## src/rtl/vcal_pkg.sv

```systemverilog
package vcal_pkg;
  typedef enum logic [1:0] {
    BAND_LOW  = 2'b00,
    BAND_MID  = 2'b01,
    BAND_HIGH = 2'b10
  } band_e;

  typedef enum logic [2:0] {
    SQ_IDLE     = 3'd0,
    SQ_PROBE_LO = 3'd1,
    SQ_WAIT_HI  = 3'd2,
    SQ_PROBE_HI = 3'd3,
    SQ_CLOSE    = 3'd4
  } seq_e;
endpackage

```

## src/rtl/vcal_req_track.sv

```systemverilog
module vcal_req_track (
  input  logic clk_i,
  input  logic rst_ni,
  input  logic recal_req_i,
  input  logic start_i,
  output logic trig_o,
  output logic pend_o
);
  logic req_q, req_d;
  logic pend_q, pend_d;

  always_comb begin
    trig_o = req_q & ~recal_req_i;
    req_d  = recal_req_i;
    pend_d = trig_o | (pend_q & ~start_i);
  end

  always_ff @(posedge clk_i or negedge rst_ni) begin
    if (!rst_ni) begin
      req_q  <= 1'b0;
      pend_q <= 1'b1;
    end else begin
      req_q  <= req_d;
      pend_q <= pend_d;
    end
  end

  assign pend_o = pend_q;

  p_trig_pends_r7: assert property (@(posedge clk_i) disable iff (!rst_ni)
    trig_o |=> pend_q);
  p_pend_holds_r7: assert property (@(posedge clk_i) disable iff (!rst_ni)
    (pend_q && !start_i) |=> pend_q);
endmodule

```

## src/rtl/vcal_seq_fsm.sv

```systemverilog
module vcal_seq_fsm
  import vcal_pkg::*;
#(
  parameter int DIV_W  = 12,
  parameter int DIV_LO = 2176,
  parameter int DIV_HI = 2303
) (
  input  logic             clk_i,
  input  logic             rst_ni,
  input  logic             blind_start_i,
  input  logic             lock_end_i,
  input  logic             active_end_i,
  input  logic             cp_under_i,
  input  logic             trig_i,
  input  logic             pend_i,
  output logic             start_o,
  output logic             decide_o,
  output logic             lo_fail_o,
  output logic             ovr_en_o,
  output logic [DIV_W-1:0] ovr_val_o,
  output logic             mask_o
);
  localparam logic [DIV_W-1:0] LoVal = DIV_W'(DIV_LO);
  localparam logic [DIV_W-1:0] HiVal = DIV_W'(DIV_HI);

  seq_e state_q, state_d;
  logic lo_q, lo_d;

  always_comb begin
    state_d  = state_q;
    lo_d     = lo_q;
    start_o  = 1'b0;
    decide_o = 1'b0;
    if (trig_i) begin
      state_d = SQ_IDLE;
    end else begin
      unique case (state_q)
        SQ_IDLE: if (blind_start_i && pend_i) begin
          start_o = 1'b1;
          state_d = SQ_PROBE_LO;
        end
        SQ_PROBE_LO: if (lock_end_i) begin
          lo_d    = cp_under_i;
          state_d = SQ_WAIT_HI;
        end
        SQ_WAIT_HI: if (blind_start_i) state_d = SQ_PROBE_HI;
        SQ_PROBE_HI: if (lock_end_i) begin
          decide_o = 1'b1;
          state_d  = SQ_CLOSE;
        end
        SQ_CLOSE: if (active_end_i) state_d = SQ_IDLE;
        default: state_d = SQ_IDLE;
      endcase
    end
  end

  always_ff @(posedge clk_i or negedge rst_ni) begin
    if (!rst_ni) begin
      state_q <= SQ_IDLE;
      lo_q    <= 1'b0;
    end else begin
      state_q <= state_d;
      lo_q    <= lo_d;
    end
  end

  always_comb begin
    ovr_en_o  = (state_q == SQ_PROBE_LO) || (state_q == SQ_PROBE_HI);
    ovr_val_o = '0;
    if (state_q == SQ_PROBE_LO) ovr_val_o = LoVal;
    if (state_q == SQ_PROBE_HI) ovr_val_o = HiVal;
    mask_o    = (state_q != SQ_IDLE);
  end
  assign lo_fail_o = lo_q;

  p_start_r2: assert property (@(posedge clk_i) disable iff (!rst_ni)
    (state_q == SQ_IDLE && pend_i && blind_start_i && !trig_i) |=> (state_q == SQ_PROBE_LO));
  p_abort_r8: assert property (@(posedge clk_i) disable iff (!rst_ni)
    trig_i |=> (state_q == SQ_IDLE && !ovr_en_o));
  p_ovr_masked_r6: assert property (@(posedge clk_i) disable iff (!rst_ni)
    ovr_en_o |-> mask_o);
  p_close_r6: assert property (@(posedge clk_i) disable iff (!rst_ni)
    (state_q == SQ_CLOSE && active_end_i) |=> !mask_o);
endmodule

```

## src/rtl/vcal_band_reg.sv

```systemverilog
module vcal_band_reg
  import vcal_pkg::*;
(
  input  logic       clk_i,
  input  logic       rst_ni,
  input  logic       start_i,
  input  logic       decide_i,
  input  logic       lo_fail_i,
  input  logic       hi_fail_i,
  output logic [1:0] band_o
);
  band_e band_q, band_d;

  always_comb begin
    band_d = band_q;
    if (start_i) begin
      band_d = BAND_MID;
    end else if (decide_i) begin
      unique case ({lo_fail_i, hi_fail_i})
        2'b10:   band_d = BAND_LOW;
        2'b01:   band_d = BAND_HIGH;
        default: band_d = BAND_MID;
      endcase
    end
  end

  always_ff @(posedge clk_i or negedge rst_ni) begin
    if (!rst_ni) band_q <= BAND_MID;
    else         band_q <= band_d;
  end

  assign band_o = band_q;

  p_band_legal_r4: assert property (@(posedge clk_i) disable iff (!rst_ni)
    band_q != 2'b11);
  p_band_hold_r5: assert property (@(posedge clk_i) disable iff (!rst_ni)
    (!start_i && !decide_i) |=> $stable(band_q));
endmodule

```

## src/rtl/vco_band_cal.sv

```systemverilog
module vco_band_cal #(
  parameter int DIV_W  = 12,
  parameter int DIV_LO = 2176,
  parameter int DIV_HI = 2303
) (
  input  logic             clk_i,
  input  logic             rst_ni,
  input  logic             blind_start_i,
  input  logic             lock_end_i,
  input  logic             active_end_i,
  input  logic             recal_req_i,
  input  logic             cp_under_i,
  input  logic             cp_over_i,
  output logic [1:0]       band_o,
  output logic             div_ovr_en_o,
  output logic [DIV_W-1:0] div_ovr_val_o,
  output logic             slot_mask_o
);
  logic trig, pend, start, decide, lo_fail;

  vcal_req_track u_req (
    .clk_i      (clk_i),
    .rst_ni     (rst_ni),
    .recal_req_i(recal_req_i),
    .start_i    (start),
    .trig_o     (trig),
    .pend_o     (pend)
  );

  vcal_seq_fsm #(
    .DIV_W (DIV_W),
    .DIV_LO(DIV_LO),
    .DIV_HI(DIV_HI)
  ) u_seq (
    .clk_i        (clk_i),
    .rst_ni       (rst_ni),
    .blind_start_i(blind_start_i),
    .lock_end_i   (lock_end_i),
    .active_end_i (active_end_i),
    .cp_under_i   (cp_under_i),
    .trig_i       (trig),
    .pend_i       (pend),
    .start_o      (start),
    .decide_o     (decide),
    .lo_fail_o    (lo_fail),
    .ovr_en_o     (div_ovr_en_o),
    .ovr_val_o    (div_ovr_val_o),
    .mask_o       (slot_mask_o)
  );

  vcal_band_reg u_band (
    .clk_i    (clk_i),
    .rst_ni   (rst_ni),
    .start_i  (start),
    .decide_i (decide),
    .lo_fail_i(lo_fail),
    .hi_fail_i(cp_over_i),
    .band_o   (band_o)
  );
endmodule

```

## config.mk

```make
export PLATFORM = sky130hd
export DESIGN_NAME = vco_band_cal
export DESIGN_NICKNAME = d
export VERILOG_FILES = /design/src/rtl/vcal_pkg.sv /design/src/rtl/vcal_req_track.sv /design/src/rtl/vcal_seq_fsm.sv /design/src/rtl/vcal_band_reg.sv /design/src/rtl/vco_band_cal.sv
export SDC_FILE = /design/constraint.sdc
export NUM_CORES = 1
export LEC_CHECK = 0
export BUFFER_PORTS_ARGS = -buffer_cell sky130_fd_sc_hd__buf_2
export CAP_MARGIN = 20
export CORE_AREA = 2 2 39 41
export DETAILED_ROUTE_END_ITERATION = 10
export DIE_AREA = 0 0 41 43
export PLACE_DENSITY = 0.65
export SETUP_SLACK_MARGIN = 0.05
export SLEW_MARGIN = 30
export SYNTH_ARGS = -nofsm -noshare
export SYNTH_HDL_FRONTEND = slang
export SYNTH_SLANG_ARGS = --single-unit
```

## constraint.sdc

```tcl
create_clock -name clk_i -period 3.2 [get_ports clk_i]
set_input_delay 0.64 -clock clk_i [delete_from_list [all_inputs] [get_ports clk_i]]
set_output_delay 0.64 -clock clk_i [all_outputs]
set_load 0.05 [all_outputs]
```

* Yosys cells after proc, flatten, opt, wreduce, memory -nomap -nowiden
Cells that the tools add are included.
** Storage, ports and cells
- Register bits :: 8
- Bits in latches :: 0
- RAM bits :: 0
- ROM bits :: 0
- Output and inout port bits :: 16
- Word-level logic and storage cells :: 47
- Memories kept :: 0
** Operators by class
- Add/subtract/negate cells :: 0
- Multipliers :: 0
- Divide/modulo/power cells :: 0
- Magnitude comparators :: 0
- Eq/ne operators :: 11
- Shifts and indexed selects :: 0
- Mux-type cells :: 18
- Bitwise operators :: 6
- Reduce and logical (&&, ||, !) cells :: 7
** Operators with widths (count)
- $mux 12 :: 2
- $mux 3 :: 6
- $pmux 3 s5 :: 1
- $ne 3x3->1 const B :: 4
- $eq 3x2->1 const B :: 2
- $mux 1 :: 6
- $reduce_and 5->1 :: 1
- $mux 2 :: 2
- $pmux 2 s2 :: 1
- $eq 3x1->1 const B :: 1
- $eq 3x3->1 const B :: 1
- $logic_not 3->1 :: 1
- $ne 3x2->1 const B :: 1
- $not 1->1 :: 3
- $reduce_and 3->1 :: 1
- $reduce_bool 3->1 :: 1
- $and 1x1->1 :: 2
- $eq 2x1->1 const B :: 1
- $eq 2x2->1 const B :: 1
- $reduce_bool 2->1 :: 1
- $logic_and 1x1->1 :: 1
- $logic_or 1x1->1 :: 1
- $or 1x1->1 :: 1

* Longest topological paths before layout
- Depth after elaboration :: 7
- Mapped depth :: 5

* By module
A second synthesis with hierarchy kept.
** Second synthesis, totals
- Cell total of the unflattened synthesis :: 48
- Area, all modules :: 503.0 µm²
** Modules (own cells, without submodules)
- vcal_seq_fsm :: instances 1, cells each 35, area each 330.3 µm², sequential area each 100.1 µm²
- vcal_band_reg :: instances 1, cells each 8, area each 96.3 µm², sequential area each 51.3 µm²
- vcal_req_track :: instances 1, cells each 5, area each 76.3 µm², sequential area each 51.3 µm²

* Worst setup path after synthesis
No wires, ideal clock.
- Path kind :: register -> output
- From :: register u_seq.state_q[2]
- To :: output port div_ovr_val_o[1]
- Data arrival time :: 2238 ps
- Required time :: 2560 ps
- Slack :: 322 ps
- Stages on the path, launching flop included :: 4
- Path buffers :: 1
- Cells stage by stage :: dfrtp_1 -> nor2b_1 -> and2_1 -> buf_4
** Between the ends
- Word-level cells in the longest chain between the ends :: 2
** Ends and longest elaborated chain
- from (decl) :: line vcal_seq_fsm.sv:26 : seq_e state_q, state_d;
- from (signal assigned) :: line vcal_seq_fsm.sv:62 : state_q <= state_d;
- $eq 3x2->1 :: line vcal_seq_fsm.sv:71 : if (state_q == SQ_PROBE_HI) ovr_val_o = HiVal;
- $mux 12 :: line vcal_seq_fsm.sv:71
- to (decl) :: line vco_band_cal.sv:16 : output logic [DIV_W-1:0] div_ovr_val_o,
Every way passes these cells.

* Worst setup path in the final report
- From :: register u_seq.state_q[2]
- To :: output port div_ovr_val_o[2]
The elaborated chain is that of the path after synthesis.

==> impl.org <==
** GRT
- Largest net degree at the start of global routing :: 9
- Vias in the first global route :: between 300 and 400
- Total track usage :: 0.112
- Wire length of the first global-routing pass :: 1320 microns
- Summed over all layers, the global routing overflow is 0.
- Number of antenna violations at the first check in global routing :: 0

** Final layout
- Area taken by flip-flops and latches :: 203 sq um
- The layout has about 140 filler cells.
- The repair_antennas step left the layout with diodes totalling 0.
- Fraction of final layout cells with drive strength greater than 1 :: 0.453
- From synthesis to final layout, the design area changed by 12.3%.
- Final non-filler cell total :: 80
- The multi-input combinational cells in the finished layout cover a total of approximately 220 sq um.
- Leaving out fill and tap cells, the most frequent cell in the layout is sky130_fd_sc_hd__buf_2.
- The finished cells cover 573 sq um.
- Fin nets :: 75
- Leaving out fill and tap cells, the most frequent cells in the layout are sky130_fd_sc_hd__buf_2 (20), sky130_fd_sc_hd__dfrtp_1 (6), sky130_fd_sc_hd__nand2_1 (4).

** Clocking
- The tree is rooted in a sky130_fd_sc_hd__clkbuf_4.
- After clock tree synthesis, the repair step resized 0 gates.
- TritonCTS built the clock tree.
- Buffers inserted during clock tree synthesis total 3.
- Clock-pin slew was measured on the worst setup and hold paths at 50 ps.
- In this run the number of H-tree levels came out at 1.
- Number of buffers added for setup after CTS :: 0
- CTS hold repair buffers :: 0
- At the later pin of the worst-skew pair, clock insertion delay measures around 250 ps.
- No sink is reached through more buffers than the 2 on the longest clock path.
- The tree built by TritonCTS fans out to 8 sinks.

** Die
- The die covers 1760 sq um.
- Die width :: ~40 microns
- Floorplan row count :: 14
- Placeable core region :: approximately 1400 sq um
- The initial utilization of the core area, before any placement, comes to 0.369.
- IO Pins :: 24
- Die outline height :: 43 microns

** Setup path
- The setup path with the least slack is of type flip-flop to output pin.
- Kind of start point of the critical path :: flip-flop
- FF-to-FF setup slack :: 1750 ps
- For the worst setup path, the data required time is 2560 ps.
- Data arrives at the worst endpoint at 1530 ps.
- Worst-path maximum fanout :: 7
- Critical path capture point type :: output pin

** STA
- Once routing completed, OpenROAD measured the worst setup slack at slightly above 1000 ps.
- Between clock sinks in the finished design, the worst skew comes to 1.28 ps.
- Final setup violating endpoints :: 0
- The number of hold violations in the final report was 0.
- Final period utilization :: 0.677
- The final max-slew violation count came to 0.
- Minimum clock period after layout :: around 2200 ps
- Post-route setup TNS :: 0 ps
- Across all hold checks on the routed design, the worst slack comes to 222 ps.
- Setup repair after global routing left no endpoint under its margin.
- For this run, the top clock speed supported by timing is 462 MHz.

** Routing
- Before antenna repair, the detailed router went through 4 iterations.
- In this run the remaining antenna-violating nets after routing total 0.
- Routed via count divided by cell count :: 4.63
- Detailed-route via count :: 370
- The first routing iteration left 6 violations.
- Routed WL per cell :: just over 10 microns
- After detailed routing, the total wire length is 820 microns.
- After detailed routing, the number of remaining DRC violations is 0.

** Placement
- Final weighted congestion in routability-driven placement :: 0.695
- Number of buffers inserted by port buffering :: 20
- Placed inst area :: 551 sq um
- Post-DP HPWL :: 644 microns
- After detailed placement, the design holds a cell count of 77.
- Prior to clock tree synthesis, the placed netlist has a worst setup slack of 1290 ps.

** Run
- The tool flagged a number of max-cap violations equal to 0.

** Min path
- Worst min path class :: primary input to async pin

** Outcome
- The run finished with clean final reports.

** Synth
- Post-synthesis async set-or-reset flop share :: 1.00
- Netlist Area Pre-Place :: 510 sq um
- The share of the Yosys chip area taken by registers is 0.397.
- The cell count after synthesis came out at 51.
- During synthesis, Yosys emitted a total of 0 warnings.
- Number of synthesized register bits :: 8
- Per-instance average area after synthesis :: around 10 sq um
- Number of flops mapped to enable cells by yosys :: 0
- Counting distinct cell types in the post-synthesis netlist gives 27.
- Leading register cell type out of synthesis :: sky130_fd_sc_hd__dfrtp_1

** Power and ir drop
- Power density of the placed cells :: 1020 nW/um^2
- Peak supply drop :: between 400 and 500 uV
- The analysis attributes to cell leakage a power of between 0.3 and 0.4 nW.
==> synth_stat cells (2+ instances only) <==
library cell	count	area, sq um
sky130_fd_sc_hd__a21oi_1	2	10.0
sky130_fd_sc_hd__buf_4	11	82.6
sky130_fd_sc_hd__inv_1	3	11.3
sky130_fd_sc_hd__nand2_1	4	15.0
sky130_fd_sc_hd__nor3_1	2	10.0
sky130_fd_sc_hd__dfrtp_1	6	150
sky130_fd_sc_hd__or2b_1	2	15.0
sky130_fd_sc_hd__dfstp_2	2	52.6
==> per-layer routing <==
layer	share of wire	wire, microns	global-route usage
met4	0	0	0.0800
met5	0	0	0
met2	0.47	387	0.153
met1	0.44	360	0.155
met3	0.089	73	0.0157
==> per-stage QoR <==
step,total power [mW],util
after floorplan,0.486,-
after global placement,0.511,0.398
after detailed placement,0.514,0.398
after CTS,0.595,0.414
after global routing,0.629,0.414
final,0.586,0.414
==> worst paths after layout <==
kind | start | to | depth (start not counted)
max | u_seq.state_q[2] | div_ovr_val_o[2] | 3
min | rst_ni | u_band.band_o[1] | 1
max reg2reg | u_req.req_q | u_band.band_o[1] | 4
min reg2reg | u_req.pend_o | u_req.pend_o | 2
max in group asynchronous | rst_ni | u_req.pend_o | 1
min in group clk_i | u_req.pend_o | u_req.pend_o | 2
==> critical path: stages, from the launching register on <==
cell and delay, ps:
sky130_fd_sc_hd__dfrtp_1 470, sky130_fd_sc_hd__nor2b_1 270, sky130_fd_sc_hd__and2_1 250, sky130_fd_sc_hd__buf_2 290
==> power breakdown <==
part	switching [mW]	internal [mW]	leakage (nW)
registers	0.0330	0.141	0.0985
logic	0.249	0.0863	0.189
clock network	0.0334	0.0429	0.0138
total	0.316	0.270	0.301
==> registers in the layout, indices dropped and copies added (netlist names) <==
signal,flops
u_seq.lo_fail_o,1
u_req.pend_o,1
u_req.req_q,1
u_seq.state_q,3
u_band.band_o,2
==> cell type report <==
type                            count  area share
Timing Repair Buffer               20       0.175
Clock buffer                        3      0.0393
Sequential cell                     8       0.354
Inverter                            3      0.0197
Tap cell                           16      0.0349
Multi-Input combinational cell     30       0.378
==> cells by family (layout without fill, tap and decap cells) <==
logic type,Yosys count,in the layout,share of synthesized area
AOI/OAI and AO/OA,6,6,0.0760
xor gates and xnor gates,1,1,0.0172
adders and majority gates,1,1,0.0245
buffers and inverters,15,26,0.194
DFF,8,8,0.397
muxes,3,3,0.0637
other,1,3,0.00735
and+or+nand+nor,16,16,0.221
(Power assumes the default switching activity.)
